## src/rtl/rto_pkg.sv

```systemverilog
package rto_pkg;
    localparam int LO_W   = 4;
    localparam int HI_W   = 2;
    localparam int PAT_W  = LO_W + HI_W;
    localparam int BYTE_W = 8;
    localparam int IDX_W  = $clog2(BYTE_W);

    typedef enum logic {
        ADDR_LO = 1'b0,
        ADDR_HI = 1'b1
    } addr_e;

    typedef enum logic {
        MODE_SPLIT = 1'b0,
        MODE_JOINT = 1'b1
    } mode_e;

    typedef struct packed {
        logic [HI_W-1:0] hi;
        logic [LO_W-1:0] lo;
    } pat_t;

    typedef struct packed {
        logic en_lo;
        logic en_hi;
        pat_t nxt;
    } upd_t;

    function automatic logic [BYTE_W-1:0] pat_to_byte(input pat_t p);
        logic [BYTE_W-1:0] b;
        b = '0;
        b[PAT_W-1:0] = p;
        return b;
    endfunction

    function automatic pat_t byte_to_pat(input logic [BYTE_W-1:0] b);
        return pat_t'(b[PAT_W-1:0]);
    endfunction
endpackage

```

## src/rtl/rto_bus_decode.sv

```systemverilog
module rto_bus_decode
    import rto_pkg::*;
(
    input  pat_t              cur,
    input  logic              sel,
    input  logic              wr,
    input  addr_e             addr,
    input  mode_e             mode,
    input  logic              bit_acc,
    input  logic [IDX_W-1:0]  bit_idx,
    input  logic [BYTE_W-1:0] wdata,
    output upd_t              upd
);
    logic [BYTE_W-1:0] img;
    logic [BYTE_W-1:0] cur_b;
    logic              wr_act;

    always_comb begin
        cur_b = pat_to_byte(cur);
        img   = cur_b;
        if (bit_acc) begin
            for (int i = 0; i < BYTE_W; i++) begin
                if (bit_idx == IDX_W'(i)) img[i] = wdata[0];
            end
        end else begin
            img = wdata;
        end
    end

    assign wr_act = sel && wr;

    always_comb begin
        upd.nxt   = byte_to_pat(img);
        upd.en_lo = wr_act && ((mode == MODE_JOINT) || (addr == ADDR_LO));
        upd.en_hi = wr_act && ((mode == MODE_JOINT) || (addr == ADDR_HI));
    end
endmodule

```

## src/rtl/rto_buffer.sv

```systemverilog
module rto_buffer
    import rto_pkg::*;
(
    input  logic clk,
    input  logic rst,
    input  upd_t upd,
    output pat_t q
);
    always_ff @(posedge clk) begin
        if (rst) begin
            q <= '0;
        end else begin
            if (upd.en_lo) q.lo <= upd.nxt.lo;
            if (upd.en_hi) q.hi <= upd.nxt.hi;
        end
    end
endmodule

```

## src/rtl/rto_out_latch.sv

```systemverilog
module rto_out_latch
    import rto_pkg::*;
(
    input  logic clk,
    input  logic rst,
    input  logic trig,
    input  pat_t src,
    output pat_t q
);
    always_ff @(posedge clk) begin
        if (rst)       q <= '0;
        else if (trig) q <= src;
    end
endmodule

```

## src/rtl/rto_buf_top.sv

```systemverilog
module rto_buf_top
    import rto_pkg::*;
(
    input  logic              clk,
    input  logic              rst,
    input  logic              mode_joint,
    input  logic              bus_sel,
    input  logic              bus_wr,
    input  logic              bus_addr,
    input  logic              bus_bit,
    input  logic [IDX_W-1:0]  bus_bit_idx,
    input  logic [BYTE_W-1:0] bus_wdata,
    output logic [BYTE_W-1:0] bus_rdata,
    input  logic              trig,
    output logic [LO_W-1:0]   out_lo,
    output logic [HI_W-1:0]   out_hi
);
    pat_t buf_q;
    pat_t lat_q;
    upd_t upd;

    rto_bus_decode u_dec (
        .cur     (buf_q),
        .sel     (bus_sel),
        .wr      (bus_wr),
        .addr    (addr_e'(bus_addr)),
        .mode    (mode_e'(mode_joint)),
        .bit_acc (bus_bit),
        .bit_idx (bus_bit_idx),
        .wdata   (bus_wdata),
        .upd     (upd)
    );

    rto_buffer u_buf (
        .clk (clk),
        .rst (rst),
        .upd (upd),
        .q   (buf_q)
    );

    rto_out_latch u_lat (
        .clk  (clk),
        .rst  (rst),
        .trig (trig),
        .src  (buf_q),
        .q    (lat_q)
    );

    assign bus_rdata = (bus_sel && !bus_wr) ? pat_to_byte(buf_q) : '0;
    assign out_lo    = lat_q.lo;
    assign out_hi    = lat_q.hi;
endmodule

```

## config.mk

```make
export PLATFORM = sky130hd
export DESIGN_NAME = rto_buf_top
export DESIGN_NICKNAME = d
export VERILOG_FILES = /design/src/rtl/rto_pkg.sv /design/src/rtl/rto_bus_decode.sv /design/src/rtl/rto_buffer.sv /design/src/rtl/rto_out_latch.sv /design/src/rtl/rto_buf_top.sv
export SDC_FILE = /design/constraint.sdc
export NUM_CORES = 1
export LEC_CHECK = 0
export CORE_ASPECT_RATIO = 0.9
export CORE_MARGIN = 2
export CORE_UTILIZATION = 35
export CTS_CLUSTER_SIZE = 14
export DETAILED_ROUTE_END_ITERATION = 10
export PLACE_DENSITY_LB_ADDON = 0.05
export SLEW_MARGIN = 15
export SYNTH_ARGS = -nofsm -noshare
export SYNTH_HDL_FRONTEND = slang
export SYNTH_HIERARCHICAL = 1
export SYNTH_SLANG_ARGS = --single-unit
```

## constraint.sdc

```tcl
create_clock -name clk -period 1.2 [get_ports clk]
set_clock_uncertainty 0.1 [all_clocks]
set_input_delay 0.18 -clock clk [delete_from_list [all_inputs] [get_ports clk]]
set_output_delay 0.18 -clock clk [all_outputs]
set_load 0.05 [all_outputs]
```

==> impl_results.md, run 1 <==
- Final std cells w/o fill: 138
- Detailed router's first-iteration violation count: 8
- Number of pins exceeding their max-slew limit in the final report: 0
- N_diodes: 0
- Total wire length: 1.72 mm
- Initial antenna violation count: 0
- Drt via density: 4.87
- Number of instances in the synthesized netlist: 75
- Worst min-delay path endpoint: u_buf/q[0]$_SDFFE_PP0P_
- Number of placed cells counting well taps: 130
- Number of warnings issued by yosys: 6
- Portion of synthesized cell area occupied by the leading cell type: 0.360
- Status: finished with violations
- Most frequent cells in the layout: 19 x nor2_1, 17 x mux2i_1, 14 x buf_12, 10 x clkdlybuf4s50_1, 8 x buf_4
- Area of the core region: 1730 sq um
- Area growth from synthesis to layout: 84.4%
- Launch point of the critical path: u_buf/q[5]$_SDFFE_PP0P_
- Dominant cell type by area after synthesis: dfxtp_1
- Static Leak: 0.552 nW
- R2R Path Start: u_buf/q[5]$_SDFFE_PP0P_
- Number of hold violations in the final report: 0
- Most frequent standard cell in the layout excluding fill and tap cells: nor2_1
- Count of fill cells added during filler insertion: 135
- Min-Delay Startpoint: bus_bit
- Cell at the root of the clock tree: clkbuf_4
- Relative contribution of sequential cells to total power: 0.450
- RSZ-0062 raised after global routing: yes
- Combinational group share of total power: 0.277
- Synthesized area per cell: 8.89 sq um
- Maximum VDD drop: 0.000675 V
- Final nets: 135
- Total overflow reported by the global router: 0
- Placer congestion estimate: 0.720
- Arrival time worst endpoint: 970 ps
- Total vias in the final route: 672
- Maximum number of pins on one net before global-route repair: 13
- Final routed wire length divided by cell count: 12.4 microns
- Wire length of the first global-routing pass: 2.84 mm
- Post-Place Cell Area: 1140 sq um
- Post-detailed-route count of antenna-violating nets: 0
- Cell-internal power: 670 uW
- Number of library cell types mapped by synthesis: 16
- Smallest hold slack: 328 ps
- Worst hold path cell count: 5
- Worst min path class: in -> reg
- Fraction of final layout cells sized beyond drive strength 1: 0.412
- CTS tree: yes
- Synth top area cells: dfxtp_1 36%, mux2i_1 26%, nor2_1 11%, and3b_1 7.9%, a21oi_1 4.5%
- Width of the chip: 50.0 microns
- Violated checks: setup timing
- Worst-Skew Late Latency: 280 ps
- Capturing element type of the critical path: primary output
- Count of cells along the worst register-to-register path: 5
- Hold_buf cts: 0
- Sequential cell area fraction in the yosys report: 0.360
- Cell area after technology mapping: 667 sq um
- Post-layout total power: 940 uW
- First-pass DRT Iterations: 4
- Clock Path Buffers: 2
- Worst reg2reg endpoint: u_buf/q[5]$_SDFFE_PP0P_
- PD cells: 764 nW/um^2
- DRC viols: 0
- Share of total power consumed by net switching: 0.288
- Period Utilization, post-route: 1.04
- Number of I/O pins: 33
- Crit path launch type: flop
- Height of the die: 45.4 microns
- Via count of the first global-routing pass: 642
- Maximum fanout along the worst path: 2
- Yosys reg bits: 12
- Worst Slack Setup Final: -53.0 ps
- Clock group share of total power: 0.273
- H-Tree Level Count: 1
- Achievable frequency: 0.798 GHz
- Cts bufs inserted: 3
- Clock slew seen by the registers of the worst setup and hold paths: 80 ps
- Setup slack on the worst flop-to-flop path: 130 ps
- Post-route cell area: 1230 sq um
- Area used by multi-input combinational logic: 418 sq um
- Type of the worst setup path: reg -> out
- Starting Density: 0.385
- Overall Global Routing Usage: 0.174
- Sequential standard cell area: 248 sq um
- Switching power: 270 uW
- Placement Setup Slack: -498 ps
- Max_cap viols: 0
- Final setup violation count: 6
- Port-buffer cells: 28
- Die area: 2270 sq um
- DP HPWL: 1.23 mm
- Total clock sinks: 12
- Required time of the worst setup path: 920 ps
- Final critical delay including setup and external delays: 1250 ps
- Site Rows: 14
## Yosys cell counts
cell type   n
inv_1       1
buf_6       1
buf_4       2
conb_1      1
and3b_1     6
nand2_1     1
nand3b_1    2
dfxtp_1    12
o31ai_1     1
a21oi_1     6
clkbuf_1    1
mux2i_1    17
nor3b_1     3
nor2_1     19
clkbuf_2    1
mux2_2      1
## registers in the layout, indices dropped and copies added, names as in the netlist
name and cells:
u_lat/q 6, u_buf/q 6
## final cells by class
class | instances | share of cell area
multi-input cells | 58 | 0.340
flip-flops and latches | 12 | 0.201
repair buffers | 40 | 0.413
well taps | 24 | 0.0244
clock buffers | 3 | 0.0183
inverters | 1 | 0.00305
## through the flow
| stage | TNS (ps) | util |
|---|---|---|
| 4_1_cts | -331 | 0.706 |
| 5_1_grt | -514 | 0.709 |
| 3_5_place_dp | -4310 | 0.659 |
| 2_1_floorplan | 0 | - |
| 3_3_place_gp | -4220 | 0.659 |
| 6_report | -298 | 0.709 |
## how the worst max path moves through the flow
stage	endpoint	slack, ps
2_1_floorplan	u_buf/q[0]$_SDFFE_PP0P_	60
3_3_place_gp	u_buf/q[0]$_SDFFE_PP0P_	-480
3_5_place_dp	u_buf/q[0]$_SDFFE_PP0P_	-500
4_1_cts	bus_rdata[4]	-60
5_1_grt	bus_rdata[0]	-90
6_report	bus_rdata[5]	-50
## power groups by stage
stage                     logic [mW]  clock network, mW  registers (mW)
after global placement         0.243                  0           0.433
final                          0.260              0.257           0.423
after CTS                      0.260              0.265           0.423
after global routing           0.279              0.290           0.425
after detailed placement       0.245                  0           0.434
after floorplan                0.106                  0           0.442
## layer usage
metal | global-route usage | routed length, microns
met1 | 0.226 | 818
met2 | 0.258 | 706
met3 | 0.0724 | 167
met4 | 0.0667 | 23
met5 | 0 | 0
## worst max-delay path, stage by stage, from the launching register on
cell     delay, ps
dfxtp_2        340
and3b_2        210
buf_12         150
## cells by family after synthesis
family | after synthesis | share of synthesized area
AOI/OAI and AO/OA | 7 | 0.0563
buffers and inverters | 6 | 0.0581
DFF | 12 | 0.360
muxes | 18 | 0.272
other | 1 | 0.00562
and+or+nand+nor | 31 | 0.248
## timing repair
| item | CTS | global route |
|---|---|---|
| setup buffers | 5 | 0 |
| gates resized for setup | 20 | 10 |
| endpoints found under the setup margin | 12 | 9 |
| pin swaps | 7 | 3 |
Note: power is estimated with default switching activity, not from simulation.
==> run 2, diff against run 1 <==
Settings changed: ABC_AREA from default to 1, CORE_UTILIZATION 35 to 38.
==> run 2 against run 1 <==
Net effect:
- the run still ends with setup timing left
- setup slack gained 51 ps
- routed wire length grew 15%
- final cell count grew 51%
- final area grew 12%
- synthesized cell count up 95%
- die area increased by 14%
==> impl_results.md, run 2 <==
- Status: finished with violations (unchanged)
- Violated checks: setup timing (unchanged)
- Fraction of synthesis flops using an asynchronous set or reset pin: 0 (unchanged)
- Sequential cell area fraction in the yosys report: 0.289 (was 0.360)
- Synth top area cells: dfxtp_1 29%, nand2_1 20%, nor2_1 14%, inv_1 13%, nand3_1 5.4% (was dfxtp_1 36%, mux2i_1 26%, nor2_1 11%, and3b_1 7.9%, a21oi_1 4.5%)
- Total wire length: 1.98 mm (was 1.72 mm)
- Ranking of synthesized cells by instance count: 45 x nand2_1, 31 x nor2_1, 28 x inv_1 (was 19 x nor2_1, 17 x mux2i_1, 12 x dfxtp_1)
- Fraction of final layout cells sized beyond drive strength 1: 0.282 (was 0.412)
- Final routed wire length divided by cell count: 9.52 microns (was 12.4 microns)
- Width of the chip: 53.3 microns (was 50.0 microns)
- Period Utilization, post-route: 1.00 (was 1.04)
- Cell at the root of the clock tree: clkbuf_4 (unchanged)
- Arrival time worst endpoint: 920 ps (was 970 ps)
- Total overflow reported by the global router: 0 (unchanged)
- Finished Core Util: 0.650 (was 0.709)
- Number of hold violations in the final report: 0 (unchanged)
- Via count of the first global-routing pass: 843 (was 642)
- Largest registers: u_buf/q x6, u_lat/q x6 (unchanged)
- Final setup violation count: 1 (was 6)
- Detailed router's first-iteration violation count: 7 (was 8)
- Relative contribution of sequential cells to total power: 0.382 (was 0.450)
- Switching power: 378 uW (was 270 uW)
- Starting Density: 0.392 (was 0.385)
- Overall Global Routing Usage: 0.178 (was 0.174)
- Total vias in the final route: 911 (was 672)
- Clock Path Buffers: 2 (unchanged)
- Slowest stage delay, CP: 340 ps (about the same)
- Most instantiated library cell after synthesis: nand2_1 (was nor2_1)
- Post-detailed-route count of antenna-violating nets: 0 (unchanged)
- Initial antenna violation count: 0 (unchanged)
- Critical-path cell with the highest stage delay: dfxtp_2 (unchanged)
- Critical path cell sequence: inv_2, nor2_4, buf_12 (was and3b_2, buf_12)
- Placer congestion estimate: 0.730 (was 0.720)
- Final nets: 201 (was 135)
- DP HPWL: 1.47 mm (was 1.23 mm)
- Worst-Skew Late Latency: 270 ps (was 280 ps)
- Portion of synthesized cell area occupied by the leading cell type: 0.289 (was 0.360)
- Worst min path class: in -> reg (unchanged)
- Number of warnings issued by yosys: 6 (unchanged)
- Capturing element type of the critical path: primary output (unchanged)
- Combinational group share of total power: 0.345 (was 0.277)
- EDFF count, synth: 0 (unchanged)
- First-pass DRT Iterations: 4 (unchanged)
- CTS tree: yes (unchanged)
- Cts bufs inserted: 3 (unchanged)
- Max_cap viols: 0 (unchanged)
- Worst Slack Setup Final: -2.25 ps (was -53.0 ps)
- Cell-internal power: 795 uW (was 670 uW)
- Final critical delay including setup and external delays: 1200 ps (was 1250 ps)
- Maximum number of pins on one net before global-route repair: 13 (unchanged)
- Number of instances in the synthesized netlist: 146 (was 75)
- Maximum VDD drop: 0.000592 V (was 0.000675 V)
- DRC viols: 0 (unchanged)
- Area growth from synthesis to layout: 65.7% (was 84.4%)
- Smallest hold slack: 325 ps (was 328 ps)
- Static Leak: 0.674 nW (was 0.552 nW)
- Number of pins exceeding their max-slew limit in the final report: 0 (unchanged)
- Most frequent standard cell in the layout excluding fill and tap cells: nand2_1 (was nor2_1)
- Hold_buf cts: 0 (unchanged)
- H-Tree Level Count: 1 (unchanged)
- Total clock sinks: 12 (unchanged)
- Dominant cell type by area after synthesis: dfxtp_1 (unchanged)
- Share of total power consumed by net switching: 0.322 (was 0.288)
- Drt via density: 4.38 (was 4.87)
- Required time of the worst setup path: 920 ps (about the same)
- Area of the core region: 2120 sq um (was 1730 sq um)
- N_diodes: 0 (unchanged)
- Port-buffer cells: 28 (unchanged)
- Number of I/O pins: 33 (unchanged)
- Height of the die: 48.4 microns (was 45.4 microns)
- PD cells: 851 nW/um^2 (was 764 nW/um^2)
- Type of the worst setup path: reg -> out (unchanged)
- Cell area after technology mapping: 832 sq um (was 667 sq um)
- Wire length of the first global-routing pass: 3.39 mm (was 2.84 mm)
- Site Rows: 16 (was 14)
- Placement Setup Slack: -358 ps (was -498 ps)
- Most frequently used flop master after synthesis: dfxtp_1 (unchanged)
- Yosys reg bits: 12 (unchanged)
- Number of library cell types mapped by synthesis: 16 (unchanged)
- Clock slew seen by the registers of the worst setup and hold paths: 70 ps (was 80 ps)
- Achievable frequency: 0.832 GHz (was 0.798 GHz)
- Clock group share of total power: 0.272 (was 0.273)
- Crit path launch type: flop (unchanged)
- RSZ-0062 raised after global routing: yes (unchanged)
- Maximum fanout along the worst path: 2 (unchanged)
- Most frequent cells in the layout: 45 x nand2_1, 25 x nor2_1, 21 x inv_1, 12 x buf_12 (was 19 x nor2_1, 17 x mux2i_1, 14 x buf_12, 10 x clkdlybuf4s50_1, 8 x buf_4)
- Die area: 2580 sq um (was 2270 sq um)
- Synthesized area per cell: 5.70 sq um (was 8.89 sq um)
run 2: cell count changes after synthesis, sizes merged, moves of 2 or more:
cell,previous run,this run
nand4,0,4
nor2,19,33
nand2,1,46
a21oi,6,1
nand3,0,9
buf,3,6
inv,1,31
and3b,6,0
clkbuf,2,0
mux2i,17,0
nor3b,3,0
run 2: final timing paths:
check,depth (start not counted),end,start,slack (ps)
setup / recovery,3,bus_rdata[2],u_buf/q[2]$_SDFFE_PP0P_,-2
hold / removal,5,u_buf/q[5]$_SDFFE_PP0P_,bus_wr,320
setup reg to reg,8,u_buf/q[3]$_SDFFE_PP0P_,u_buf/q[3]$_SDFFE_PP0P_,90
hold reg to reg,2,u_buf/q[1]$_SDFFE_PP0P_,u_buf/q[1]$_SDFFE_PP0P_,410
run 2: power by group through the flow:
stage	Combinational [mW]	Sequential, mW	Clock [mW]
after floorplan	0.190	0.490	0
after global placement	0.365	0.458	0
after detailed placement	0.372	0.458	0
after CTS	0.402	0.449	0.335
after global routing	0.443	0.452	0.364
final	0.405	0.448	0.320
run 2: final cells by class:
class | instances | area [sq um]
timing repair buffer | 36 | 459
multi-input combinational | 97 | 465
inverter | 32 | 134
tap | 27 | 33.8
fill | 202 | 743
sequential | 12 | 250
clock buffer | 4 | 36.3
run 2: through the flow:
step / cell area, sq um / instances / total power, mW / setup TNS, ps
final: 1380 / 208 / 1.17 / -2.25
after floorplan: 851 / 147 / 0.680 / 0
after detailed placement: 1250 / 199 / 0.831 / -3200
after global placement: 1250 / 199 / 0.823 / -2950
after CTS: 1360 / 207 / 1.19 / -23.9
after global routing: 1380 / 208 / 1.26 / -255
run 2: what timing repair did:
item                                    4_1_cts  5_1_grt
pin swaps                                     4        4
gates resized for setup                      26        5
buffers inserted                              4        1
endpoints found under the setup margin       11       10
run 2: cells by family (layout without fill, tap and decap cells):
family	count (synthesis)	in the layout	share of synthesized area
AO/OA/AOI/OAI	2	2	0.0150
buffers and inverters	38	72	0.233
flip-flops	12	12	0.289
other	1	2	0.00451
AND/OR/NAND/NOR	93	93	0.459
run 2: layer usage:
| metal | vias up | GRT usage | wire [microns] |
|---|---|---|---|
| met5 | - | 0 | 0 |
| met4 | 0 | 0.0385 | 19 |
| met3 | 4 | 0.0556 | 111 |
| met2 | 22 | 0.315 | 1030 |
| met1 | 398 | 0.203 | 821 |
| li1 | 487 | - | - |
run 2: worst max-delay path, delay by kind of cell (launching register included):
family | cells | cell delay, ps
and+or+nand+nor | 1 | 120
buffers and inverters | 2 | 180
DFF | 1 | 340
